## src/rtl/sqw_pkg.sv

```systemverilog
package sqw_pkg;
    localparam int DW     = 8;
    localparam int AW     = 2;
    localparam int NSRC   = 4;
    localparam int SRC_W  = $clog2(NSRC);

    localparam logic [1:0] MODE_PULSE = 2'b01;

    typedef enum logic [AW-1:0] {
        RA_PRE  = 2'd0,
        RA_TMR  = 2'd1,
        RA_MODE = 2'd2,
        RA_FLAG = 2'd3
    } reg_addr_e;

    typedef struct packed {
        logic             rsv;
        logic [SRC_W-1:0] src;
        logic             pin_en;
        logic             run;
        logic             pol;
        logic [1:0]       mode;
    } mode_t;
endpackage

```

## src/rtl/sqw_downcnt.sv

```systemverilog
module sqw_downcnt #(
    parameter int W = 8
) (
    input  logic         clk,
    input  logic         rst_n,
    input  logic         load,
    input  logic [W-1:0] load_val,
    input  logic         dec_en,
    output logic [W-1:0] count,
    output logic         uf
);
    typedef struct packed {
        logic [W-1:0] cnt;
        logic [W-1:0] rld;
    } st_t;

    st_t st_d, st_q;

    always_comb begin
        st_d = st_q;
        uf   = 1'b0;
        if (load) begin
            st_d.cnt = load_val;
            st_d.rld = load_val;
        end else if (dec_en) begin
            if (st_q.cnt == '0) begin
                st_d.cnt = st_q.rld;
                uf       = 1'b1;
            end else begin
                st_d.cnt = st_q.cnt - 1'b1;
            end
        end
    end

    always_ff @(posedge clk or negedge rst_n) begin
        if (!rst_n) st_q <= '0;
        else        st_q <= st_d;
    end

    assign count = st_q.cnt;

    // a write lands in the live count
    p_write_through_r2: assert property (@(posedge clk) disable iff (!rst_n)
        load |=> count == $past(load_val));
    // an enabled step above zero decrements by one
    p_step_r3: assert property (@(posedge clk) disable iff (!rst_n)
        (dec_en && !load && count != '0) |=> count == $past(count) - 1'b1);
    // an underflow restores the reload value
    p_reload_r3: assert property (@(posedge clk) disable iff (!rst_n)
        uf |=> count == st_q.rld);
endmodule

```

## src/rtl/sqw_regs.sv

```systemverilog
module sqw_regs
    import sqw_pkg::*;
(
    input  logic             clk,
    input  logic             rst_n,
    input  logic             wr_en,
    input  logic [AW-1:0]    addr,
    input  logic [DW-1:0]    wdata,
    input  logic [DW-1:0]    pre_cnt,
    input  logic [DW-1:0]    tmr_cnt,
    input  logic             tmr_uf,
    input  logic             edge_hit,
    output logic [DW-1:0]    rdata,
    output logic             pre_load,
    output logic             tmr_load,
    output logic             mode_wr,
    output logic             start_pol,
    output logic [SRC_W-1:0] src_sel,
    output logic             running,
    output logic             pol,
    output logic             pin_en,
    output logic             irq_under,
    output logic             irq_edge
);
    typedef struct packed {
        mode_t mode;
        logic  uf_flag;
        logic  edge_flag;
    } st_t;

    st_t       st_d, st_q;
    reg_addr_e ra;
    mode_t     wmode;
    logic      flag_wr;

    assign ra       = reg_addr_e'(addr);
    assign wmode    = mode_t'(wdata);
    assign pre_load = wr_en && ra == RA_PRE;
    assign tmr_load = wr_en && ra == RA_TMR;
    assign mode_wr  = wr_en && ra == RA_MODE;
    assign flag_wr  = wr_en && ra == RA_FLAG;

    always_comb begin
        st_d = st_q;
        if (mode_wr) st_d.mode = wmode;
        st_d.uf_flag   = (st_q.uf_flag & ~(flag_wr & wdata[0])) | tmr_uf;
        st_d.edge_flag = (st_q.edge_flag & ~(flag_wr & wdata[1])) | edge_hit
                       | (mode_wr && wmode.mode == MODE_PULSE);
    end

    always_ff @(posedge clk or negedge rst_n) begin
        if (!rst_n) st_q <= '0;
        else        st_q <= st_d;
    end

    always_comb begin
        unique case (ra)
            RA_PRE:  rdata = pre_cnt;
            RA_TMR:  rdata = tmr_cnt;
            RA_MODE: rdata = st_q.mode;
            default: rdata = {{(DW-2){1'b0}}, st_q.edge_flag, st_q.uf_flag};
        endcase
    end

    assign start_pol = wmode.pol;
    assign src_sel   = st_q.mode.src;
    assign running   = st_q.mode.run && st_q.mode.mode == MODE_PULSE;
    assign pol       = st_q.mode.pol;
    assign pin_en    = st_q.mode.pin_en;
    assign irq_under = st_q.uf_flag;
    assign irq_edge  = st_q.edge_flag;

    // an underflow always leaves the flag set
    p_uf_sets_r9: assert property (@(posedge clk) disable iff (!rst_n)
        tmr_uf |=> irq_under);
    // a clear with no competing set empties the flag
    p_w1c_under_r10: assert property (@(posedge clk) disable iff (!rst_n)
        (flag_wr && wdata[0] && !tmr_uf) |=> !irq_under);
    // flags do not drop without a clear
    p_sticky_r10: assert property (@(posedge clk) disable iff (!rst_n)
        (irq_edge && !flag_wr) |=> irq_edge);
    // entering pulse mode raises the edge flag
    p_mode_edge_r8: assert property (@(posedge clk) disable iff (!rst_n)
        (mode_wr && wdata[1:0] == MODE_PULSE) |=> irq_edge);
endmodule

```

## src/rtl/sqw_outstage.sv

```systemverilog
module sqw_outstage (
    input  logic clk,
    input  logic rst_n,
    input  logic mode_wr,
    input  logic start_pol,
    input  logic pol,
    input  logic toggle,
    input  logic pin_en,
    output logic pulse_out,
    output logic comp_out,
    output logic comp_oe,
    output logic edge_hit
);
    typedef struct packed {
        logic level;
    } st_t;

    st_t st_d, st_q;

    always_comb begin
        st_d     = st_q;
        edge_hit = 1'b0;
        if (mode_wr) begin
            st_d.level = ~start_pol;
        end else if (toggle) begin
            st_d.level = ~st_q.level;
            edge_hit   = (st_q.level == pol);
        end
    end

    always_ff @(posedge clk or negedge rst_n) begin
        if (!rst_n) st_q <= '0;
        else        st_q <= st_d;
    end

    assign pulse_out = st_q.level;
    assign comp_out  = ~st_q.level;
    assign comp_oe   = pin_en;

    // an underflow inverts the wave
    p_toggle_r3: assert property (@(posedge clk) disable iff (!rst_n)
        (toggle && !mode_wr) |=> pulse_out != $past(pulse_out));
    // without an underflow or mode write the wave holds
    p_hold_r3: assert property (@(posedge clk) disable iff (!rst_n)
        (!toggle && !mode_wr) |=> $stable(pulse_out));
    // a mode write sets the starting level
    p_start_r6: assert property (@(posedge clk) disable iff (!rst_n)
        mode_wr |=> pulse_out == !$past(start_pol));
endmodule

```

## src/rtl/sqwave_timer.sv

```systemverilog
module sqwave_timer
    import sqw_pkg::*;
(
    input  logic            clk,
    input  logic            rst_n,
    input  logic [NSRC-1:0] src_tick,
    input  logic            wr_en,
    input  logic [AW-1:0]   addr,
    input  logic [DW-1:0]   wdata,
    output logic [DW-1:0]   rdata,
    output logic            pulse_out,
    output logic            comp_out,
    output logic            comp_oe,
    output logic            uf_strobe,
    output logic            irq_under,
    output logic            irq_edge
);
    logic             pre_load, tmr_load, mode_wr, start_pol;
    logic [SRC_W-1:0] src_sel;
    logic             running, pol, pin_en, edge_hit;
    logic             tick_sel, pre_dec, pre_uf, tmr_uf;
    logic [DW-1:0]    pre_cnt, tmr_cnt;

    assign tick_sel  = src_tick[src_sel];
    assign pre_dec   = tick_sel && running;
    assign uf_strobe = tmr_uf;

    sqw_regs u_regs (
        .clk(clk), .rst_n(rst_n), .wr_en(wr_en), .addr(addr), .wdata(wdata),
        .pre_cnt(pre_cnt), .tmr_cnt(tmr_cnt), .tmr_uf(tmr_uf), .edge_hit(edge_hit),
        .rdata(rdata), .pre_load(pre_load), .tmr_load(tmr_load), .mode_wr(mode_wr),
        .start_pol(start_pol), .src_sel(src_sel), .running(running), .pol(pol),
        .pin_en(pin_en), .irq_under(irq_under), .irq_edge(irq_edge)
    );

    sqw_downcnt #(.W(DW)) u_pre (
        .clk(clk), .rst_n(rst_n), .load(pre_load), .load_val(wdata),
        .dec_en(pre_dec), .count(pre_cnt), .uf(pre_uf)
    );

    sqw_downcnt #(.W(DW)) u_tmr (
        .clk(clk), .rst_n(rst_n), .load(tmr_load), .load_val(wdata),
        .dec_en(pre_uf), .count(tmr_cnt), .uf(tmr_uf)
    );

    sqw_outstage u_out (
        .clk(clk), .rst_n(rst_n), .mode_wr(mode_wr), .start_pol(start_pol),
        .pol(pol), .toggle(tmr_uf), .pin_en(pin_en), .pulse_out(pulse_out),
        .comp_out(comp_out), .comp_oe(comp_oe), .edge_hit(edge_hit)
    );

    // stopped counters hold unless written
    p_stop_pre_r5: assert property (@(posedge clk) disable iff (!rst_n)
        (!running && !pre_load) |=> $stable(pre_cnt));
    p_stop_tmr_r5: assert property (@(posedge clk) disable iff (!rst_n)
        (!running && !tmr_load) |=> $stable(tmr_cnt));
    // the main counter only moves on a prescaler underflow
    p_cascade_r3: assert property (@(posedge clk) disable iff (!rst_n)
        (!pre_uf && !tmr_load) |=> $stable(tmr_cnt));
endmodule

```

## config.mk

```make
export PLATFORM = sky130hd
export DESIGN_NAME = sqwave_timer
export DESIGN_NICKNAME = d
export VERILOG_FILES = /design/src/rtl/sqw_pkg.sv /design/src/rtl/sqw_downcnt.sv /design/src/rtl/sqw_regs.sv /design/src/rtl/sqw_outstage.sv /design/src/rtl/sqwave_timer.sv
export SDC_FILE = /design/constraint.sdc
export NUM_CORES = 1
export LEC_CHECK = 0
export BUFFER_PORTS_ARGS = -buffer_cell sky130_fd_sc_hd__buf_2
export CORE_ASPECT_RATIO = 1.1
export CORE_MARGIN = 10
export CORE_UTILIZATION = 40
export CTS_BUF_LIST = sky130_fd_sc_hd__clkbuf_4 sky130_fd_sc_hd__clkbuf_8
export DETAILED_ROUTE_END_ITERATION = 8
export PLACE_DENSITY_LB_ADDON = 0.25
export SETUP_SLACK_MARGIN = 0.15
export SYNTH_ARGS = -nofsm -noshare
export SYNTH_HDL_FRONTEND = slang
export SYNTH_SLANG_ARGS = --single-unit
```

## constraint.sdc

```tcl
create_clock -name clk -period 2.85 [get_ports clk]
set_clock_uncertainty 0.1 [all_clocks]
set_input_delay 0 -clock clk [delete_from_list [all_inputs] [get_ports clk]]
set_output_delay 0 -clock clk [all_outputs]
set_load 0.05 [all_outputs]
```

==> results.toml <==
[outcome]
status = "finished, final reports clean"

[clock_tree]
clockBufferDepth = 2
cts.sinks = 43
clock_latency_ns = 0.30
post_cts_buffers = 0
cts_tree = "built"
clock-root-buffer = "clkbuf_8"
numCtsBuffers = 5
htree_num_levels = 2
clkSlewWorstSetupHoldPaths_ns = 0.08

[floorplan]
num_rows = 30
io_pins = 31
core_um2 = 6160
dieHeight_um = 103
die-width_um = 95.8
start_util_pct = 41.1
fp.dieArea_um2 = 9910

[timing]
finalSetupViolCount = 0
hold_viol = 0
period_minus_slack_ns = 2.50
layout_worst_path_cycle_share_pct = 87.9
timing.setup.tns_ns = 0
clock.fmax_mhz = 399
timing.final.ws_setup_ns = 0.346
worst_pin_slew_ns = 0.978
slew_viol_final = 0
relSlewSlack_pct = 34.8
rsz0062_at_grt = "no"

[routing]
drtPass1Iterations = 4
wl_um = 6720
drc_errors = 0
vias = 2183
drtIter0Drc = 131
ant_nets = 0
wire_per_inst_um = 17.4
viasPerCell = 5.66

[global_route]
grt_overflow = 0
grt_max_degree = 44
grt_pass1_vias = 2193
antenna_found_initial = 0
grt_pass1_wl_um = 11200
grt_use_total_pct = 14.3

[layout]
final_cells = 386
nets = 326
fillCellCount = 618
n_antenna_cell = 0
syn_to_final_growth_pct = 16.5
drive_gt1_share_pct = 21.2

[pwr]
pwr-share-comb_pct = 33.5
peakVddDrop_mv = 0.277
power_switching_uw = 718
pwr-share-seq_pct = 45.7
p_leak_uw = 0.00136
p_per_area_nw_per_um2 = 648
sw_frac_of_total_pct = 37.6
p_clk_share_pct = 20.8
intPower_uw = 1190

[logic_synthesis]
yosys_register_bits = 43
synth_top_flop_cell = "dfrtp_1"
mappedNetlistNets = 289
yosysSeqAreaShare_pct = 42.5
yosysUniqueCellTypes = 50
syn-cell-area_um2 = 2530
yosys.area.top_type = "dfrtp_1"
synthesis.instances = 268
ys_top_cells_by_area = "dfrtp_1 (43%), nand2_1 (8.0%), mux2_2 (6.2%)"
ys_warn_count = 0
synth_edf_count = 0
synth_async_sr_flop_share_pct = 100
synth.top_cell.area_share_pct = 42.5
avgSynthCellArea_um2 = 9.44

[setup_path]
crit_type = "reg2out"
critPathRequiredTime_ns = 2.75
crit_path_end_kind = "output pin"
path_max_fanout = 6
start_kind = "flip-flop"
arrival_ns = 2.40

[place]
dp_hpwl_um = 4960
place_congestion = 0.859
portBuffers = 30
dp_cells = 368
pre_cts_ws_ns = 0.456

[run]
maxCapViolations = 0

[min_path]
min_path_type = "in2reg"
worst paths after layout:
check	slack (ns)	end	cells past startpoint	startpoint
hold / removal	0.10	u_regs.irq_under	3	addr[0]
setup reg to reg	0.47	u_out.pulse_out	6	u_pre.count[0]
hold reg to reg	0.38	u_tmr.st_q[2]	1	u_tmr.st_q[2]
min in group asynchronous	0.29	u_tmr.st_q[6]	2	rst_n
setup / recovery	0.35	uf_strobe	6	u_pre.count[0]
max in group asynchronous	1.75	u_pre.st_q[1]	2	rst_n
repair_timing:
action | CTS | global route
hold buffers | 10 | 0
resized for setup | 0 | 3
endpoints found under the hold margin | 77 | 0
endpoints found under the setup margin | 0 | 1
routing by layer:
layer | up-vias | part of all wire (%) | global-route usage (%)
met4 | 0 | 1.1 | 3.86
met3 | 8 | 4.5 | 3.03
li1 | 1054 | - | -
met2 | 55 | 50 | 24.1
met5 | - | 0 | 0
met1 | 1066 | 44 | 18.1
final cells by class:
class                   count  area [um^2]  share of cell area, %
multi-input cells         204         1370                   46.6
flip-flops and latches     43         1080                   36.5
repair buffers             44          283                   9.60
well taps                  80          100                   3.40
clock buffers               7         83.8                   2.85
inverters                   7         26.3                  0.892
clock inverters             1         5.00                  0.170
synth_stat cells, drive strengths merged (5+ instances only):
master  number
clkbuf      11
nor3         7
nand2       54
mux2i        8
a21oi        9
inv          7
mux2        14
nor2b        5
dfrtp       43
o21ai       11
nor2        12
nand3        5
a21o         6
o211ai       5
a31oi        9
sequential cells by signal (all words and copies together) (netlist names):
name and count:
u_regs.irq_edge 1, u_pre.st_q 8, u_regs.st_q 4, u_tmr.count 8, u_regs.pin_en 1, u_regs.src_sel 2
u_regs.irq_under 1, u_out.pulse_out 1, u_regs.pol 1, u_tmr.st_q 8, u_pre.count 8
critical path: stages, from the launching register on:
cell	delay (ns)
dfrtp_1	0.43
inv_1	0.14
ha_1	0.24
or3b_4	0.44
or3_1	0.37
nor3_2	0.22
buf_4	0.26
power by group through the flow:
stage | combinational [uW] | clock [uW] | sequential [uW]
floorplan | 499 | 0 | 836
global placement | 618 | 0 | 876
detailed placement | 624 | 0 | 882
CTS | 640 | 408 | 869
global route | 708 | 440 | 891
finish | 639 | 397 | 872
logic make-up after synthesis:
family,after synthesis,synth area share (%)
AND/OR/NAND/NOR,111,21.8
AO/OA/AOI/OAI,58,16.1
flip-flops,43,42.5
multiplexers,25,12.1
buffers and inverters,21,3.51
XOR/XNOR,6,2.08
adder cells (fa/ha/maj),4,1.98
stage by stage:
stage	instance area, um^2	power [uW]	utilization [%]	hold WS, ns
2_1_floorplan	2530	1330	-	-0.396
3_3_place_gp	2750	1490	44.7	0.120
6_report	2950	1910	47.9	0.101
3_5_place_dp	2750	1510	44.7	0.118
4_1_cts	2940	1920	47.8	0.0945
5_1_grt	2950	2040	47.9	0.131
placed cells by master (no fill, tap or decap), types with 2 or more instances in the layout:
master	netlist	routed
clkbuf_8	0	5
clkbuf_4	0	2
nand4_1	2	2
ha_1	4	4
nor2b_1	5	5
nor3b_1	3	3
mux2i_1	8	8
mux4_2	3	3
o21ai_0	11	11
a21o_1	6	6
o211ai_1	4	4
nor4_1	2	2
a311o_1	2	2
nor2_1	12	12
nand3_1	5	5
o31ai_1	4	4
dlygate4sd3_1	0	10
a221o_1	4	4
a31oi_1	9	9
inv_1	7	7
or3_1	3	3
nor3_1	7	6
xnor2_1	4	4
buf_4	0	5
and3_1	4	4
nand2_1	54	54
xor2_1	2	2
dfrtp_1	43	43
mux2_2	14	14
buf_2	1	29
a21oi_1	9	9
a41o_1	2	2
a211o_1	2	2
and2_1	3	3
Power figures use the tool's default switching activity.
